<file path="src/rtl/ctlreg_pkg.sv">
package ctlreg_pkg;

   localparam int unsigned WORD_W     = 32;
   localparam int unsigned WORD_BYTES = WORD_W / 8;

   typedef enum logic [1:0] {
      RESP_OKAY = 2'b00
   } resp_e;

   // status word: fault on the top bit and bit 2, busy on bit 1, done on bit 0
   function automatic logic [WORD_W-1:0] status_word(input logic done,
                                                     input logic busy,
                                                     input logic fault);
      logic [WORD_W-1:0] w;
      w           = '0;
      w[0]        = done;
      w[1]        = busy;
      w[2]        = fault;
      w[WORD_W-1] = fault;
      return w;
   endfunction

endpackage

</file>
<file path="src/rtl/ctlreg_wr_port.sv">
module ctlreg_wr_port #(
   parameter int unsigned ADDR_W = 8,
   parameter int unsigned DATA_W = 64
) (
   input  logic                clk_i,
   input  logic                rst_ni,
   input  logic [ADDR_W-1:0]   awaddr_i,
   input  logic                awvalid_i,
   output logic                awready_o,
   input  logic [DATA_W-1:0]   wdata_i,
   input  logic [DATA_W/8-1:0] wstrb_i,
   input  logic                wvalid_i,
   output logic                wready_o,
   output logic                bvalid_o,
   input  logic                bready_i,
   output logic                commit_o,
   output logic [ADDR_W-1:0]   addr_o,
   output logic [DATA_W-1:0]   data_o,
   output logic [DATA_W/8-1:0] strb_o
);

   logic                aw_held_q;
   logic                w_held_q;
   logic                bvalid_q;
   logic [ADDR_W-1:0]   addr_q;
   logic [DATA_W-1:0]   data_q;
   logic [DATA_W/8-1:0] strb_q;

   assign awready_o = !aw_held_q && !bvalid_q;
   assign wready_o  = !w_held_q && !bvalid_q;
   assign commit_o  = aw_held_q && w_held_q;
   assign bvalid_o  = bvalid_q;
   assign addr_o    = addr_q;
   assign data_o    = data_q;
   assign strb_o    = strb_q;

   always_ff @(posedge clk_i or negedge rst_ni) begin
      if (!rst_ni) begin
         aw_held_q <= 1'b0;
         w_held_q  <= 1'b0;
         bvalid_q  <= 1'b0;
         addr_q    <= '0;
         data_q    <= '0;
         strb_q    <= '0;
      end else if (commit_o) begin
         aw_held_q <= 1'b0;
         w_held_q  <= 1'b0;
         bvalid_q  <= 1'b1;
      end else begin
         if (awvalid_i && awready_o) begin
            aw_held_q <= 1'b1;
            addr_q    <= awaddr_i;
         end
         if (wvalid_i && wready_o) begin
            w_held_q <= 1'b1;
            data_q   <= wdata_i;
            strb_q   <= wstrb_i;
         end
         if (bvalid_q && bready_i) begin
            bvalid_q <= 1'b0;
         end
      end
   end

   // response waits for the master
   a_r2_bvalid_hold : assert property (@(posedge clk_i) disable iff (!rst_ni)
      bvalid_o && !bready_i |=> bvalid_o);

   // one response per captured write
   a_r1_single_resp : assert property (@(posedge clk_i) disable iff (!rst_ni)
      bvalid_o && bready_i |=> !bvalid_o);

endmodule

</file>
<file path="src/rtl/ctlreg_rd_port.sv">
module ctlreg_rd_port #(
   parameter int unsigned DATA_W = 64
) (
   input  logic              clk_i,
   input  logic              rst_ni,
   input  logic              arvalid_i,
   output logic              arready_o,
   output logic [DATA_W-1:0] rdata_o,
   output logic              rvalid_o,
   input  logic              rready_i,
   input  logic [DATA_W-1:0] lookup_i
);

   logic              rvalid_q;
   logic [DATA_W-1:0] rdata_q;

   assign arready_o = !rvalid_q;
   assign rvalid_o  = rvalid_q;
   assign rdata_o   = rdata_q;

   always_ff @(posedge clk_i or negedge rst_ni) begin
      if (!rst_ni) begin
         rvalid_q <= 1'b0;
         rdata_q  <= '0;
      end else if (arvalid_i && arready_o) begin
         rvalid_q <= 1'b1;
         rdata_q  <= lookup_i;
      end else if (rvalid_q && rready_i) begin
         rvalid_q <= 1'b0;
      end
   end

   // read data held until taken
   a_r4_rdata_hold : assert property (@(posedge clk_i) disable iff (!rst_ni)
      rvalid_o && !rready_i |=> rvalid_o && $stable(rdata_o));

endmodule

</file>
<file path="src/rtl/ctlreg_bank.sv">
module ctlreg_bank import ctlreg_pkg::*; #(
   parameter int unsigned ADDR_W   = 8,
   parameter int unsigned DATA_W   = 64,
   parameter int unsigned NCFG     = 16,
   parameter int unsigned CFG_BASE = 4
) (
   input  logic                   clk_i,
   input  logic                   rst_ni,
   input  logic                   commit_i,
   input  logic [ADDR_W-1:0]      wr_addr_i,
   input  logic [DATA_W-1:0]      wr_data_i,
   input  logic [DATA_W/8-1:0]    wr_strb_i,
   input  logic [ADDR_W-1:0]      rd_addr_i,
   output logic [DATA_W-1:0]      rd_data_o,
   input  logic                   done_i,
   input  logic                   fault_i,
   output logic                   start_o,
   output logic                   busy_o,
   output logic                   error_o,
   output logic [3:0]             code_o,
   output logic [NCFG*WORD_W-1:0] cfg_o
);

   localparam int unsigned LANES = DATA_W / WORD_W;
   localparam int unsigned IDX_W = ADDR_W - 2;
   localparam logic [IDX_W-1:0] LANE_MASK = IDX_W'(LANES - 1);

   logic [WORD_W-1:0] ctrl_q;
   logic [WORD_W-1:0] cfg_q [NCFG];
   logic              done_q;
   logic              fault_q;
   logic              start_q;
   logic              start_fire;
   logic [WORD_W-1:0] stat_w;
   logic [IDX_W-1:0]  wr_base;
   logic [IDX_W-1:0]  rd_base;
   logic [IDX_W-1:0]  wr_idx [LANES];
   logic [IDX_W-1:0]  rd_idx [LANES];
   logic              unused_lsb;

   assign unused_lsb = ^{wr_addr_i[1:0], rd_addr_i[1:0]};
   assign wr_base    = wr_addr_i[ADDR_W-1:2] & ~LANE_MASK;
   assign rd_base    = rd_addr_i[ADDR_W-1:2] & ~LANE_MASK;

   // one word index per lane of the beat
   for (genvar gl = 0; gl < LANES; gl++) begin : g_lane
      logic [WORD_W-1:0] lane_word;

      assign wr_idx[gl] = wr_base | IDX_W'(gl);
      assign rd_idx[gl] = rd_base | IDX_W'(gl);

      always_comb begin
         lane_word = '0;
         if (rd_idx[gl] == IDX_W'(0)) begin
            lane_word = ctrl_q;
         end else if (rd_idx[gl] == IDX_W'(1)) begin
            lane_word = stat_w;
         end
         for (int c = 0; c < NCFG; c++) begin
            if (rd_idx[gl] == IDX_W'(CFG_BASE + c)) begin
               lane_word = cfg_q[c];
            end
         end
      end

      assign rd_data_o[gl*WORD_W +: WORD_W] = lane_word;
   end

   for (genvar gc = 0; gc < NCFG; gc++) begin : g_cfg_out
      assign cfg_o[gc*WORD_W +: WORD_W] = cfg_q[gc];
   end

   // control word is word 0, lane 0 of beat 0
   assign start_fire = commit_i && (wr_base == '0) && wr_strb_i[0] && wr_data_i[0];

   always_ff @(posedge clk_i or negedge rst_ni) begin
      if (!rst_ni) begin
         ctrl_q <= '0;
         for (int c = 0; c < NCFG; c++) begin
            cfg_q[c] <= '0;
         end
      end else if (commit_i) begin
         for (int l = 0; l < LANES; l++) begin
            for (int b = 0; b < WORD_BYTES; b++) begin
               if (wr_strb_i[l*WORD_BYTES + b]) begin
                  if (wr_idx[l] == IDX_W'(0)) begin
                     ctrl_q[b*8 +: 8] <= wr_data_i[l*WORD_W + b*8 +: 8];
                  end
                  for (int c = 0; c < NCFG; c++) begin
                     if (wr_idx[l] == IDX_W'(CFG_BASE + c)) begin
                        cfg_q[c][b*8 +: 8] <= wr_data_i[l*WORD_W + b*8 +: 8];
                     end
                  end
               end
            end
         end
      end
   end

   always_ff @(posedge clk_i or negedge rst_ni) begin
      if (!rst_ni) begin
         start_q <= 1'b0;
         done_q  <= 1'b0;
         fault_q <= 1'b0;
      end else begin
         start_q <= start_fire;
         if (start_fire) begin
            done_q  <= 1'b0;
            fault_q <= 1'b0;
         end else begin
            if (done_i) begin
               done_q <= 1'b1;
            end
            if (fault_i) begin
               fault_q <= 1'b1;
            end
         end
      end
   end

   assign busy_o  = ctrl_q[0] & ~done_q;
   assign stat_w  = status_word(done_q, busy_o, fault_q);
   assign start_o = start_q;
   assign error_o = stat_w[WORD_W-1];
   assign code_o  = stat_w[3:0];

   // start never lasts two cycles
   a_r8_start_single : assert property (@(posedge clk_i) disable iff (!rst_ni)
      start_o |=> !start_o);

   // a start leaves both captured flags clear
   a_r9_start_clears : assert property (@(posedge clk_i) disable iff (!rst_ni)
      start_o |-> !done_q && !fault_q);

   // done is held until a start
   a_r9_done_sticky : assert property (@(posedge clk_i) disable iff (!rst_ni)
      done_q && !start_fire |=> done_q);

   // the core is busy right after a start
   a_r10_busy_on_start : assert property (@(posedge clk_i) disable iff (!rst_ni)
      start_o |-> busy_o);

endmodule

</file>
<file path="src/rtl/ctlreg_slave.sv">
module ctlreg_slave import ctlreg_pkg::*; #(
   parameter int unsigned ADDR_W   = 8,
   parameter int unsigned DATA_W   = 64,
   parameter int unsigned NCFG     = 16,
   parameter int unsigned CFG_BASE = 4
) (
   input  logic                   clk_i,
   input  logic                   rst_ni,
   input  logic [ADDR_W-1:0]      s_awaddr_i,
   input  logic                   s_awvalid_i,
   output logic                   s_awready_o,
   input  logic [DATA_W-1:0]      s_wdata_i,
   input  logic [DATA_W/8-1:0]    s_wstrb_i,
   input  logic                   s_wvalid_i,
   output logic                   s_wready_o,
   output logic [1:0]             s_bresp_o,
   output logic                   s_bvalid_o,
   input  logic                   s_bready_i,
   input  logic [ADDR_W-1:0]      s_araddr_i,
   input  logic                   s_arvalid_i,
   output logic                   s_arready_o,
   output logic [DATA_W-1:0]      s_rdata_o,
   output logic [1:0]             s_rresp_o,
   output logic                   s_rvalid_o,
   input  logic                   s_rready_i,
   output logic                   start_o,
   output logic [NCFG*WORD_W-1:0] cfg_o,
   input  logic                   done_i,
   input  logic                   fault_i,
   output logic                   busy_o,
   output logic                   error_o,
   output logic [3:0]             status_o
);

   if (DATA_W != 32 && DATA_W != 64) begin : g_bad_data_w
      $error("ctlreg_slave: DATA_W must be 32 or 64");
   end
   if (CFG_BASE < 2) begin : g_bad_base
      $error("ctlreg_slave: CFG_BASE overlaps control or status");
   end
   if ((CFG_BASE + NCFG) * WORD_BYTES > (1 << ADDR_W)) begin : g_bad_addr_w
      $error("ctlreg_slave: ADDR_W too narrow for the register map");
   end

   logic                commit;
   logic [ADDR_W-1:0]   wr_addr;
   logic [DATA_W-1:0]   wr_data;
   logic [DATA_W/8-1:0] wr_strb;
   logic [DATA_W-1:0]   lookup;

   ctlreg_wr_port #(
      .ADDR_W (ADDR_W),
      .DATA_W (DATA_W)
   ) i_wr (
      .clk_i     (clk_i),
      .rst_ni    (rst_ni),
      .awaddr_i  (s_awaddr_i),
      .awvalid_i (s_awvalid_i),
      .awready_o (s_awready_o),
      .wdata_i   (s_wdata_i),
      .wstrb_i   (s_wstrb_i),
      .wvalid_i  (s_wvalid_i),
      .wready_o  (s_wready_o),
      .bvalid_o  (s_bvalid_o),
      .bready_i  (s_bready_i),
      .commit_o  (commit),
      .addr_o    (wr_addr),
      .data_o    (wr_data),
      .strb_o    (wr_strb)
   );

   ctlreg_rd_port #(
      .DATA_W (DATA_W)
   ) i_rd (
      .clk_i     (clk_i),
      .rst_ni    (rst_ni),
      .arvalid_i (s_arvalid_i),
      .arready_o (s_arready_o),
      .rdata_o   (s_rdata_o),
      .rvalid_o  (s_rvalid_o),
      .rready_i  (s_rready_i),
      .lookup_i  (lookup)
   );

   ctlreg_bank #(
      .ADDR_W   (ADDR_W),
      .DATA_W   (DATA_W),
      .NCFG     (NCFG),
      .CFG_BASE (CFG_BASE)
   ) i_bank (
      .clk_i     (clk_i),
      .rst_ni    (rst_ni),
      .commit_i  (commit),
      .wr_addr_i (wr_addr),
      .wr_data_i (wr_data),
      .wr_strb_i (wr_strb),
      .rd_addr_i (s_araddr_i),
      .rd_data_o (lookup),
      .done_i    (done_i),
      .fault_i   (fault_i),
      .start_o   (start_o),
      .busy_o    (busy_o),
      .error_o   (error_o),
      .code_o    (status_o),
      .cfg_o     (cfg_o)
   );

   assign s_bresp_o = RESP_OKAY;
   assign s_rresp_o = RESP_OKAY;

endmodule

</file>
<file path="config.mk">
export PLATFORM = sky130hd
export DESIGN_NAME = ctlreg_slave
export DESIGN_NICKNAME = d
export VERILOG_FILES = /design/src/rtl/ctlreg_pkg.sv /design/src/rtl/ctlreg_wr_port.sv /design/src/rtl/ctlreg_rd_port.sv /design/src/rtl/ctlreg_bank.sv /design/src/rtl/ctlreg_slave.sv
export SDC_FILE = /design/constraint.sdc
export NUM_CORES = 1
export LEC_CHECK = 0
export BUFFER_PORTS_ARGS = -buffer_cell sky130_fd_sc_hd__buf_4
export CAP_MARGIN = 20
export CELL_PAD_IN_SITES_DETAIL_PLACEMENT = 1
export CELL_PAD_IN_SITES_GLOBAL_PLACEMENT = 2
export CORE_ASPECT_RATIO = 1.25
export CORE_MARGIN = 5
export CORE_UTILIZATION = 30
export DETAILED_ROUTE_END_ITERATION = 8
export PLACE_DENSITY_LB_ADDON = 0.05
export SLEW_MARGIN = 20
export SYNTH_ARGS = -nofsm -noshare
export SYNTH_HDL_FRONTEND = slang
export SYNTH_SLANG_ARGS = --single-unit
</file>
<file path="constraint.sdc">
create_clock -name clk_i -period 4.8 [get_ports clk_i]
set_input_delay 0.72 -clock clk_i [delete_from_list [all_inputs] [get_ports clk_i]]
set_output_delay 0.72 -clock clk_i [all_outputs]
set_load 0.02 [all_outputs]
</file>
==> results.yml <==
clocking:
  cts-root-buf: "clkbuf_16"
  cts_tree: "built"
  cts_max_level: 3
  cts_sinks: 692
  cts_buffer_depth: 3
  clk_latency_ns: 0.65
  cts_hold_buf: 0
  path_clk_slew_ns: 0.07
  cts_buffers: 82
  post_cts_resized: 0
  cts_setup_buffers: 0
route:
  routed.top_layer: "met5"
  wl_um: 140000
  via_per_inst: 5.24
  wl_per_cell_um: 31.8
  met1_length_um: 56000
  drt_iter0_markers: 1107
  wl_met3_um: 9700
  ant_nets: 0
  vias: 23100
  wl_met2_um: 68600
  drt_pre_antenna_iters: 4
  remaining_drc_errors: 0
power:
  total_power_uw: 26400
  leakage_uw: 0.0198
  power.density_cell_area_nw_per_um2: 659
  vdd_drop_max_uv: 543
sta:
  tns_ns: 0
  min_period_ns: 3.31
  finalSetupViolations: 0
  clock_skew_ns: 0.0218
  fin_crit_sh_pct: 69.0
  tightest_slew_ns: 1.17
  rsz0062_at_grt: "false"
  max_freq_mhz: 302
  slew_violations: 0
  hold_violations: 0
  slew_headroom_pct: 21.9
  fin_hold_ws_ns: 0.118
min_path:
  hold_path.class: "in2async"
floorplanning:
  core_area_um2: 102000
  die_area_um2: 109000
  initial_core_util_pct: 30.1
  die_h_um: 367
  io_pins: 689
  die-width_um: 296
  rows: 131
job:
  maxCapViolations: 0
setup_path:
  critPathMaxFanout: 11
  cp-startpoint: "i_wr.w_held_q"
  start_kind: "register"
  r2r-start: "i_wr.w_held_q"
  cpMaxStageDelayCell: "dfrtp_1"
  reg2reg_depth: 5
  cp-end-kind: "register"
  path_class: "reg2reg"
  cp_common_cell: "nor2_2"
  cp_cell_sequence: "inv_1, nor2_2, nand2_1, nor2_2, mux2_2"
  worstPathRequired_ns: 5.31
  crit_family: "simple AND/OR/NAND/NOR gates"
  reg2reg_slack_ns: 1.49
  r2r_end: "i_bank.cfg_o[341]"
  crit_buf_inv: 1
  max_stage_delay_ns: 0.87
  crit_arrival_ns: 3.83
placed_design:
  port_buffers: 677
  gp_congestion: 0.811
  hpwlAfterDp_um: 98100
  place_inst: 4251
yosys:
  ys_types: 60
  synth_area_um2: 30700
  syn_avg_cell_area_um2: 13.0
  seq_area_frac_synth_pct: 56.5
  syn_inst: 2363
  synth.ff_latch_count: 692
  yosys_warnings: 0
global_routing:
  grt_overflow: 0
  grtUsageTotal_pct: 25.2
  grt_max_degree: 111
  antenna_found_initial: 18
  first_global_vias: 25600
  grt_pass1_wl_um: 197000
finish:
  fillers: 10800
  regArea_um2: 17300
  multi_input_area_um2: 12700
  drive_gt1_share_pct: 52.4
  area_delta_synth_final_pct: 30.5
  final_cell_count_no_fill: 4411
  nets: 3102
run_status:
  status: "complete, no violations"
## through the flow
stage	cell area (um^2)	worst slack [ns]	utilization [%]
CTS	40000	1.48	39.3
global placement	37200	1.15	36.5
finish	40000	1.49	39.3
floorplan	30700	2.57	-
global route	40000	1.47	39.3
detailed placement	37200	1.14	36.6
## flip-flops by register name, summed over array words and instances, names as in the netlist
signal and count:
i_rd.rdata_o 64, i_rd.rvalid_o 1, i_bank.cfg_o 512, i_bank.start_o 1, i_wr.bvalid_o 1, i_wr.w_held_q 1, i_wr.addr_o 5, i_bank.done_q 1
i_bank.error_o 1, i_bank.ctrl_q 32, i_wr.aw_held_q 1, i_wr.data_o 64, i_wr.strb_o 8
## synth_stat cells, drive strengths merged
cell | instances | share of area, %
nor4 | 26 | 0.65
clkbuf | 80 | 0.98
o22ai | 42 | 0.86
o211ai | 2 | 0.049
a211oi | 52 | 1.3
a2bb2oi | 48 | 1.4
a211o | 22 | 0.63
nor3 | 8 | 0.27
o2bb2ai | 28 | 0.80
o21ai | 65 | 1.1
nand4b | 1 | 0.029
nand2b | 4 | 0.082
mux2i | 12 | 0.39
or3b | 2 | 0.065
inv | 8 | 0.098
and3 | 12 | 0.24
nand2 | 144 | 2.1
nor2 | 130 | 1.8
or2 | 1 | 0.020
a221oi | 29 | 0.83
o22a | 2 | 0.057
dfrtp | 692 | 56
nand3b | 1 | 0.024
or3 | 7 | 0.15
mux2 | 661 | 24
conb | 1 | 0.012
o221ai | 12 | 0.34
nor2b | 7 | 0.14
o2111ai | 2 | 0.057
a32o | 1 | 0.033
nor3b | 5 | 0.16
buf | 83 | 1.4
a22o | 3 | 0.086
a21o | 3 | 0.073
and2 | 6 | 0.13
or4b | 2 | 0.078
a22oi | 29 | 0.71
a21oi | 117 | 1.9
nand3 | 12 | 0.23
o311a | 1 | 0.033
## worst reg2reg max path: stages, from the launching register on
cell and delay (ns):
dfrtp_1 0.87, inv_1 0.20, nor2_2 0.75, nand2_1 0.22
nor2_2 0.72, mux2_2 0.42
## cells in the final DEF, fill, tap and decap left out, drive strengths merged, types with 4 or more instances in the layout
cell type / n
buf: 717
dfrtp: 692
mux2: 661
nand2: 144
nor2: 130
clkbuf: 119
a21oi: 117
o21ai: 65
a211oi: 52
a2bb2oi: 48
o22ai: 42
a221oi: 29
a22oi: 29
o2bb2ai: 28
nor4: 26
a211o: 22
clkinv: 21
diode: 14
and3: 12
o221ai: 12
mux2i: 12
nand3: 12
inv: 8
nor3: 8
or3: 7
nor2b: 7
and2: 6
conb: 5
nor3b: 5
nand2b: 4
bufinv: 4
## per-layer routing
metal  up-vias  track usage [%]
met5         -                0
met4         2             9.84
met3       214             6.98
met2       739             42.3
met1     12100             30.7
li1      10000                -
## report_power, final
group          internal (uW)  switching, uW  leakage [uW]
combinational           4260           5220       0.00916
clock                   3740           2610       0.00135
sequential              7970           2570       0.00929
## cells by family after synthesis
kind of cell           count (synthesis)  share of synthesized area [%]
flip-flops                           692                           56.5
buffers and inverters                171                           2.44
other                                  1                         0.0122
AO/OA/AOI/OAI                        458                           10.2
AND/OR/NAND/NOR                      368                           6.17
multiplexers                         673                           24.7
## worst max-delay path by stage
stage	endpoint	slack, ns	depth (start not counted)
6_report	i_bank.cfg_o[341]	1.49	5
5_1_grt	i_bank.cfg_o[338]	1.47	5
4_1_cts	i_bank.cfg_o[366]	1.48	5
3_5_place_dp	i_rd.rdata_o[26]	1.14	6
3_3_place_gp	i_rd.rdata_o[4]	1.15	6
2_1_floorplan	i_rd.rdata_o[12]	2.57	6
## layout make-up
cell class              instances  share of cell area, %
inverters                       8                 0.0813
clock inverters                27                  0.713
clock buffers                 119                   6.09
well taps                    1330                   4.16
multi-input cells            1504                   31.8
repair buffers                717                   13.8
diodes                         14                 0.0876
flip-flops and latches        692                   43.3
Power figures use the tool's default switching activity.
